--- config.mk ---
export PLATFORM = sky130hd
export DESIGN_NAME = fp64_cmp_flags
export DESIGN_NICKNAME = d
export VERILOG_FILES = /design/src/rtl/fpcmp_pkg.sv /design/src/rtl/fpcmp_classify.sv /design/src/rtl/fpcmp_order.sv /design/src/rtl/fpcmp_outstage.sv /design/src/rtl/fp64_cmp_flags.sv
export SDC_FILE = /design/constraint.sdc
export NUM_CORES = 1
export LEC_CHECK = 0
export BUFFER_PORTS_ARGS = -buffer_cell sky130_fd_sc_hd__clkbuf_2
export CAP_MARGIN = 40
export CELL_PAD_IN_SITES_DETAIL_PLACEMENT = 0
export CELL_PAD_IN_SITES_GLOBAL_PLACEMENT = 1
export CORE_UTILIZATION = 33
export DETAILED_ROUTE_END_ITERATION = 10
export HOLD_SLACK_MARGIN = 0.15
export PLACE_DENSITY = 0.92
export RECOVER_POWER = 100
export SLEW_MARGIN = 15
export SYNTH_ARGS = -nofsm -noshare
export SYNTH_HDL_FRONTEND = slang
export SYNTH_SLANG_ARGS = --single-unit
--- constraint.sdc ---
create_clock -name clk -period 3.7 [get_ports clk]
set_clock_uncertainty 0.2 [all_clocks]
set_input_delay 0 -clock clk [delete_from_list [all_inputs] [get_ports clk]]
set_output_delay 0 -clock clk [all_outputs]
set_load 0.02 [all_outputs]
--- src/rtl/fpcmp_pkg.sv ---
package fpcmp_pkg;

    // Condition code, bit order {N,Z,C,V}
    typedef enum logic [3:0] {
        CMP_LT = 4'b1000,
        CMP_EQ = 4'b0110,
        CMP_GT = 4'b0010,
        CMP_UN = 4'b0011
    } cmp_code_e;

    // Per-operand classification used by the ordering stage
    typedef struct packed {
        logic sign;
        logic is_nan;
        logic is_quiet;
        logic is_zero;
    } op_class_t;

    // A NaN operand raises invalid when it signals, or when quiet NaNs are made to signal
    function automatic logic nan_raises(op_class_t cls, logic qsig);
        return cls.is_nan && (qsig || !cls.is_quiet);
    endfunction

    // Ordered outcome from sign relation and magnitude relation
    function automatic cmp_code_e ordered_code(logic eq, logic a_neg, logic signs_differ,
                                               logic mag_lt);
        if (eq)
            return CMP_EQ;
        else if (signs_differ)
            return a_neg ? CMP_LT : CMP_GT;
        else
            return (a_neg ^ mag_lt) ? CMP_LT : CMP_GT;
    endfunction

endpackage

--- src/rtl/fpcmp_classify.sv ---
module fpcmp_classify
    import fpcmp_pkg::*;
#(
    parameter int EXP_W  = 11,
    parameter int FRAC_W = 52
) (
    input  logic [EXP_W+FRAC_W:0]   val_i,
    output op_class_t               cls_o,
    output logic [EXP_W+FRAC_W-1:0] mag_o
);
    localparam int W     = 1 + EXP_W + FRAC_W;
    localparam int MAG_W = W - 1;

    logic [EXP_W-1:0]  exp_f;
    logic [FRAC_W-1:0] frac_f;

    assign exp_f  = val_i[MAG_W-1 -: EXP_W];
    assign frac_f = val_i[FRAC_W-1:0];

    always_comb begin
        cls_o.sign     = val_i[W-1];
        cls_o.is_nan   = (&exp_f) && (|frac_f);
        cls_o.is_quiet = frac_f[FRAC_W-1];
        cls_o.is_zero  = ~|val_i[MAG_W-1:0];
    end

    assign mag_o = val_i[MAG_W-1:0];

endmodule

--- src/rtl/fpcmp_order.sv ---
module fpcmp_order
    import fpcmp_pkg::*;
#(
    parameter int MAG_W = 63
) (
    input  op_class_t        cls_a_i,
    input  op_class_t        cls_b_i,
    input  logic [MAG_W-1:0] mag_a_i,
    input  logic [MAG_W-1:0] mag_b_i,
    input  logic             qsig_i,
    output cmp_code_e        code_o,
    output logic             invalid_o
);
    logic unordered;
    logic same_bits;
    logic both_zero;
    logic signs_differ;
    logic mag_lt;

    assign unordered    = cls_a_i.is_nan || cls_b_i.is_nan;
    assign signs_differ = cls_a_i.sign ^ cls_b_i.sign;
    assign same_bits    = !signs_differ && (mag_a_i == mag_b_i);
    assign both_zero    = cls_a_i.is_zero && cls_b_i.is_zero;
    assign mag_lt       = mag_a_i < mag_b_i;

    always_comb begin
        if (unordered)
            code_o = CMP_UN;
        else
            code_o = ordered_code(same_bits || both_zero, cls_a_i.sign, signs_differ, mag_lt);
    end

    assign invalid_o = nan_raises(cls_a_i, qsig_i) || nan_raises(cls_b_i, qsig_i);

endmodule

--- src/rtl/fpcmp_outstage.sv ---
module fpcmp_outstage
    import fpcmp_pkg::*;
#(
    parameter bit OUT_REG = 1'b1
) (
    input  logic      clk,
    input  logic      rst,
    input  cmp_code_e code_i,
    input  logic      invalid_i,
    output logic [3:0] nzcv_o,
    output logic      invalid_o
);
    generate
        if (OUT_REG) begin : g_reg
            always_ff @(posedge clk) begin
                if (rst) begin
                    nzcv_o    <= 4'b0000;
                    invalid_o <= 1'b0;
                end else begin
                    nzcv_o    <= code_i;
                    invalid_o <= invalid_i;
                end
            end
        end else begin : g_comb
            assign nzcv_o    = code_i;
            assign invalid_o = invalid_i;
        end
    endgenerate

endmodule

--- src/rtl/fp64_cmp_flags.sv ---
module fp64_cmp_flags
    import fpcmp_pkg::*;
#(
    parameter int EXP_W   = 11,
    parameter int FRAC_W  = 52,
    parameter bit OUT_REG = 1'b1
) (
    input  logic                    clk,
    input  logic                    rst,
    input  logic [EXP_W+FRAC_W:0]   a_i,
    input  logic [EXP_W+FRAC_W:0]   b_i,
    input  logic                    qnan_signal_i,
    input  logic                    zero_cmp_i,
    output logic [3:0]              nzcv_o,
    output logic                    invalid_o
);
    localparam int W     = 1 + EXP_W + FRAC_W;
    localparam int MAG_W = W - 1;

    logic [W-1:0]     b_eff;
    op_class_t        cls_a, cls_b;
    logic [MAG_W-1:0] mag_a, mag_b;
    cmp_code_e        code;
    logic             invalid;

    // Compare-with-zero substitutes positive zero for the second operand
    assign b_eff = zero_cmp_i ? '0 : b_i;

    fpcmp_classify #(.EXP_W(EXP_W), .FRAC_W(FRAC_W)) u_cls_a (
        .val_i (a_i),
        .cls_o (cls_a),
        .mag_o (mag_a)
    );

    fpcmp_classify #(.EXP_W(EXP_W), .FRAC_W(FRAC_W)) u_cls_b (
        .val_i (b_eff),
        .cls_o (cls_b),
        .mag_o (mag_b)
    );

    fpcmp_order #(.MAG_W(MAG_W)) u_order (
        .cls_a_i   (cls_a),
        .cls_b_i   (cls_b),
        .mag_a_i   (mag_a),
        .mag_b_i   (mag_b),
        .qsig_i    (qnan_signal_i),
        .code_o    (code),
        .invalid_o (invalid)
    );

    fpcmp_outstage #(.OUT_REG(OUT_REG)) u_out (
        .clk       (clk),
        .rst       (rst),
        .code_i    (code),
        .invalid_i (invalid),
        .nzcv_o    (nzcv_o),
        .invalid_o (invalid_o)
    );

endmodule

# After elaboration in Yosys (flattened, before gate mapping)
# Index checks and enable logic that the tools add are counted.
dict set report totals {
  ff_bits 5
  latchBits 0
  ramBits 0
  rom_bits 0
  in_bits 132
  out_inout_bits 5
  elab_cells 38
  memories 0
}
dict set report classes {
  n_addsub 0
  multipliers 0
  n_div 0
  n_lt_le_gt_ge 1
  n_eq_ne 1
  shifts 0
  mux 6
  bitwise 2
  reduce_logical 24
}
# operator n
set ops {}
lappend ops {{63-bit OR reduction} 2}
lappend ops {{52-bit OR reduction} 2}
lappend ops {{64-bit 2-to-1 mux} 1}
lappend ops {{63-bit equality test} 1}
lappend ops {{63-bit less-than comparator} 1}
lappend ops {{11-bit AND reduction} 2}
lappend ops {{4-bit 2-to-1 mux} 3}
lappend ops {{1-bit logical AND} 6}
lappend ops {{1-bit logical NOT} 5}
lappend ops {{1-bit logical OR} 5}
lappend ops {{3-bit 2-to-1 mux} 1}
lappend ops {{3-bit OR reduction} 1}
lappend ops {{2-bit 2-to-1 mux} 1}
lappend ops {{2-bit OR reduction} 1}
lappend ops {{1-bit XOR} 2}

# Longest topological paths before layout
dict set report logic_depth {
  depth_word 7
  mapped_depth 11
  depth_no_buf 9
}

# Modules after synthesis
# Synthesis repeated with hierarchy kept, for this count alone.
dict set report unflattened {
  cells_unflattened 500
  area_unflattened_um2 3787.4
}
# module instances cells_per_inst area_each_um2
set modules_own_cells {}
lappend modules_own_cells {fpcmp_order 1 237 1700.4}
lappend modules_own_cells {fpcmp_classify 2 91 659.4}
lappend modules_own_cells {fp64_cmp_flags 1 71 636.9}
lappend modules_own_cells {fpcmp_outstage 1 10 131.4}

# Worst setup path after synthesis
# No wires, ideal clock.
dict set report synth_path {
  path_kind {input port to flip-flop}
  from {input zero_cmp_i}
  to {register u_out.nzcv_o[3]}
  t_arrival_ps 2176
  slack_ps 1207
  stages 11
  path_buffers 2
  path_cell_list {clkbuf_1 > clkbuf_1 > nand2b_1 > ha_1 > a21oi_1 > o21ai_1 > nor4_1 > o31ai_1 > o31a_1 > or3_1 > and4_1}
}
dict set report synth_between {
  elab_chain_cells 6
  elab_cells_between_ends 18
}
# item line_no
set synth_lines {}
lappend synth_lines {{start, declared} fp64_cmp_flags.sv:13} ;# input logic zero_cmp_i,
lappend synth_lines {{64-bit 2-to-1 mux *} fp64_cmp_flags.sv:27} ;# assign b_eff = zero_cmp_i ? '0 : b_i;
lappend synth_lines {{parallel branches: the longest is 5 deep, another holds 63-bit less-than comparator} -}
lappend synth_lines {{end signal, assigned} fpcmp_outstage.sv:20} ;# nzcv_o <= code_i;
lappend synth_lines {{end, declared} fpcmp_outstage.sv:10} ;# output logic [3:0] nzcv_o,
# Every way passes the cells marked *.
# A chain may end at the register's enable or synchronous reset.

# Worst setup path in the final report
dict set report layout_path {
  from {input a_i[53]}
  to {register u_out.nzcv_o[1]}
}
dict set report layout_between {
  elab_chain_cells 6
  elab_cells_between_ends 15
}
# item line_no
set layout_lines {}
lappend layout_lines {{start, declared} fp64_cmp_flags.sv:10} ;# input logic [EXP_W+FRAC_W:0] a_i,
lappend layout_lines {{63-bit less-than comparator / 63-bit OR reduction (equally long branches)} {fpcmp_order.sv:24, fpcmp_classify.sv:24}}
lappend layout_lines {{1-bit XOR / 1-bit logical NOT (equally long branches)} {fpcmp_pkg.sv:32, fpcmp_classify.sv:24}}
lappend layout_lines {{4-bit 2-to-1 mux / 1-bit logical AND (equally long branches)} {fpcmp_pkg.sv:32, fpcmp_order.sv:23}}
lappend layout_lines {{4-bit 2-to-1 mux / 1-bit logical OR (equally long branches)} {fpcmp_pkg.sv:29, fpcmp_order.sv:30}}
lappend layout_lines {{3-bit 2-to-1 mux} fpcmp_pkg.sv:27} ;# if (eq)
lappend layout_lines {{2-bit 2-to-1 mux *} fpcmp_order.sv:27} ;# if (unordered)
# Mark *: on every way between the ends. The rest lies on a longest branch, timed or not.

==> metrics.md <==
| Metric | Value |
|---|---|
| Critical path endpoint category | `flip-flop` |
| Fraction of registers with async set/reset | `0%` |
| Max frequency | `300 MHz` |
| Critical path data required time | `3660 ps` |
| Die width | `between 80 and 90 um` |
| Total placed instance area | `3110 um2` |
| Worst slew pin tran | `727 ps` |
| Status | `completed` |
| Psw | `187 uW` |
| Max-slew headroom | `51.5%` |
| P_leak | `0.00154 uW` |
| Initial antenna violation count | `0` |
| First-pass iteration count of the detailed router | `4` |
| CTS H-tree lvls | `1` |
| DRC errors left | `0` |
| Global-route wire length before repair | `around 13000 um` |
| Clock Power Share | `between 20% and 30%` |
| CP Class | `in2reg` |
| Synth Net Count | `500` |
| Iteration-0 DRC count of the detailed router | `141` |
| DR vias/cell | `5.44` |
| Total track usage | `22.5%` |
| CTS tree | `done` |
| Remaining antenna violation count after routing | `0` |
| Internal power | `280 uW` |
| Ant. Diodes | `0` |
| Gr ovfl total | `0` |
| Hold Crit Class | `in2reg` |
| Top_reg_cell synth | `dfxtp_1` |
| CTS clk-pin slew, worst paths | `approximately 30 ps` |
| # port buffers | `roughly 140` |
| Max Cap Viol | `0` |
| Num CTS Buffers | `3` |
| Sequential power share | `about 12%` |
| Core box area | `~6800 um2` |
| Hpwl dp | `between 7000 and 8000 um` |
| RSZ-0062 raised after global routing | `no` |
| Final Wtd Congestion | `around 0.96` |
| Peak VDD IR | `0.000103 V` |
| Comb pwr share | `66.6%` |
| Mapped cell area | `2320 um2` |
| Share of layout cells above drive strength 1 | `31.2%` |
| Num ports | `137` |
| Clock Tree Root | `clkbuf_8` |
| Sw Share | `40.0%` |
| Final setup viols | `0` |
| Number of setup buffers added after CTS | `0` |
| Vias in the first global route | `2911` |
| Crit share post-route | `90.2%` |
| Setup TNS | `0 ps` |
| Minimum clock period | `3340 ps` |
| Total die area | `roughly 7400 um2` |
| DIE HEIGHT | `85.9 um` |
| CP Data Arrival Time | `3300 ps` |
| Post-synthesis cell count | `305` |
| Routed vias | `2964` |
| Avg Inst Size Synth | `7.62 um2` |
| Type of origin of the critical path | `input port` |
| Fin. max-slew vios | `0` |
| Final nets | `around 650` |
| Register area share after synthesis | `4.31%` |
| Max clock buf depth | `2` |
| FF+latch count, synth | `5` |
| Synth-to-Final Area Change | `39.7%` |
| Hold Fails Final Rpt | `0` |
| Effective utilization at floorplan | `34.2%` |
| Final Instance Area | `3250 um2` |
| Number of synthesized flops with an enable pin | `0` |
| Clock Sinks | `5` |
| Crit path max fanout | `3` |
| Power per standard cell area | `144 nW/um2` |
| FP Rows | `30` |
| Largest net degree at the start of global routing | `56` |
| Avg WL per Cell | `15.4 um` |
| Yosys warns | `0` |
| WL final | `between 8000 and 9000 um` |
| Post-synth cell types | `38` |
-- state kept, by name, summed over array words and instances (netlist names) --
name / flops
u_out.invalid_o: 1
u_out.nzcv_o: 4
-- cells by family (layout without fill, tap and decap cells) --
logic type,Yosys count,count (layout),share of synthesized area [%]
xor+xnor,1,1,0.377
fa+ha+maj,63,63,33.9
flops,5,5,4.31
simple gates,166,166,43.3
buf+inv,12,156,1.94
compound gates,58,58,16.2
-- per-stage QoR --
stage / utilization, % / hold slack [ps] / power [uW] / setup slack [ps] / cells
2_1_floorplan: - / -131 / 219 / 1210 / 305
3_3_place_gp: 45.7 / 17.6 / 357 / 726 / 531
3_5_place_dp: 45.7 / 20.0 / 362 / 665 / 531
4_1_cts: 47.7 / 225 / 469 / 329 / 544
5_1_grt: 47.8 / 291 / 516 / 85.2 / 545
6_report: 47.8 / 224 / 467 / 363 / 545
-- cell usage after synthesis (all sizes together), types with 2 or more instances --
library cell  count  area, um2
clkbuf            7       26.3
a211oi            2       15.0
a21oi            23        115
a21o              8       61.3
nor3              8       40.0
or3               2       12.5
o31ai             2       15.0
a41oi             3       26.3
o21ai             9       45.0
nor2              4       15.0
nor2b             2       12.5
nand4            19        125
dfxtp             5        100
nor4             35        231
inv               5       18.8
nand3             9       45.0
nand2            15       56.3
a2111oi           2       18.8
and4              4       35.0
nand2b           63        394
o21bai            2       15.0
ha               63        788
a221oi            3       26.3
-- cells in the final DEF (no fill, tap or decap), types with 4 or more instances in the layout --
cell	netlist	final
a21o_1	7	7
a21oi_1	23	23
and4_1	4	4
clkbuf_1	7	7
clkbuf_2	0	129
dfxtp_1	5	5
dlygate4sd3_1	0	9
ha_1	63	63
inv_1	5	5
nand2_1	15	15
nand2b_1	63	63
nand3_1	9	9
nand4_1	18	18
nor2_1	4	4
nor3_1	8	8
nor4_1	33	33
o21ai_0	6	7
-- critical path, stage by stage --
cell,delay (ps)
dlygate4sd3_1,530
clkbuf_1,150
nand4_1,90
dlygate4sd3_1,570
nor4_1,490
dlygate4sd3_1,630
nor2_1,50
a41oi_1,210
dlygate4sd3_1,570
-- final timing paths --
check / startpoint / endpoint / cells past startpoint
setup / recovery: a_i[53] / u_out.nzcv_o[1] / 9
hold / removal: a_i[52] / u_out.nzcv_o[2] / 5
-- final cells by class --
type	instances	area, um2
Timing Repair Buffer	147	783
Multi-Input combinational cell	288	2180
Inverter	5	18.8
Sequential cell	5	100
Clock buffer	4	45.0
Tap cell	96	120
Fill cell	721	3550
-- power by group through the flow --
stage / Combinational [uW] / Sequential, uW / Clock, uW
3_3_place_gp: 299 / 57.5 / 0
3_5_place_dp: 305 / 57.6 / 0
6_report: 311 / 56.8 / 99.3
2_1_floorplan: 159 / 60.1 / 0
5_1_grt: 354 / 56.9 / 106
4_1_cts: 312 / 56.9 / 101
-- per-layer routing --
metal,vias to the layer above,share of wire (%),global-route usage (%)
li1,1490,-,-
met1,1337,45,30.0
met5,-,0,0
met2,124,47,38.9
met3,13,6.7,1.44
met4,0,1.8,6.67
-- repair_timing --
item | CTS | global route
hold endpoints to repair | 5 | 0
hold buffers | 9 | 0
setup endpoints to repair | 0 | 1
resized for setup | 0 | 1
Note: power is estimated with default switching activity, not from simulation.
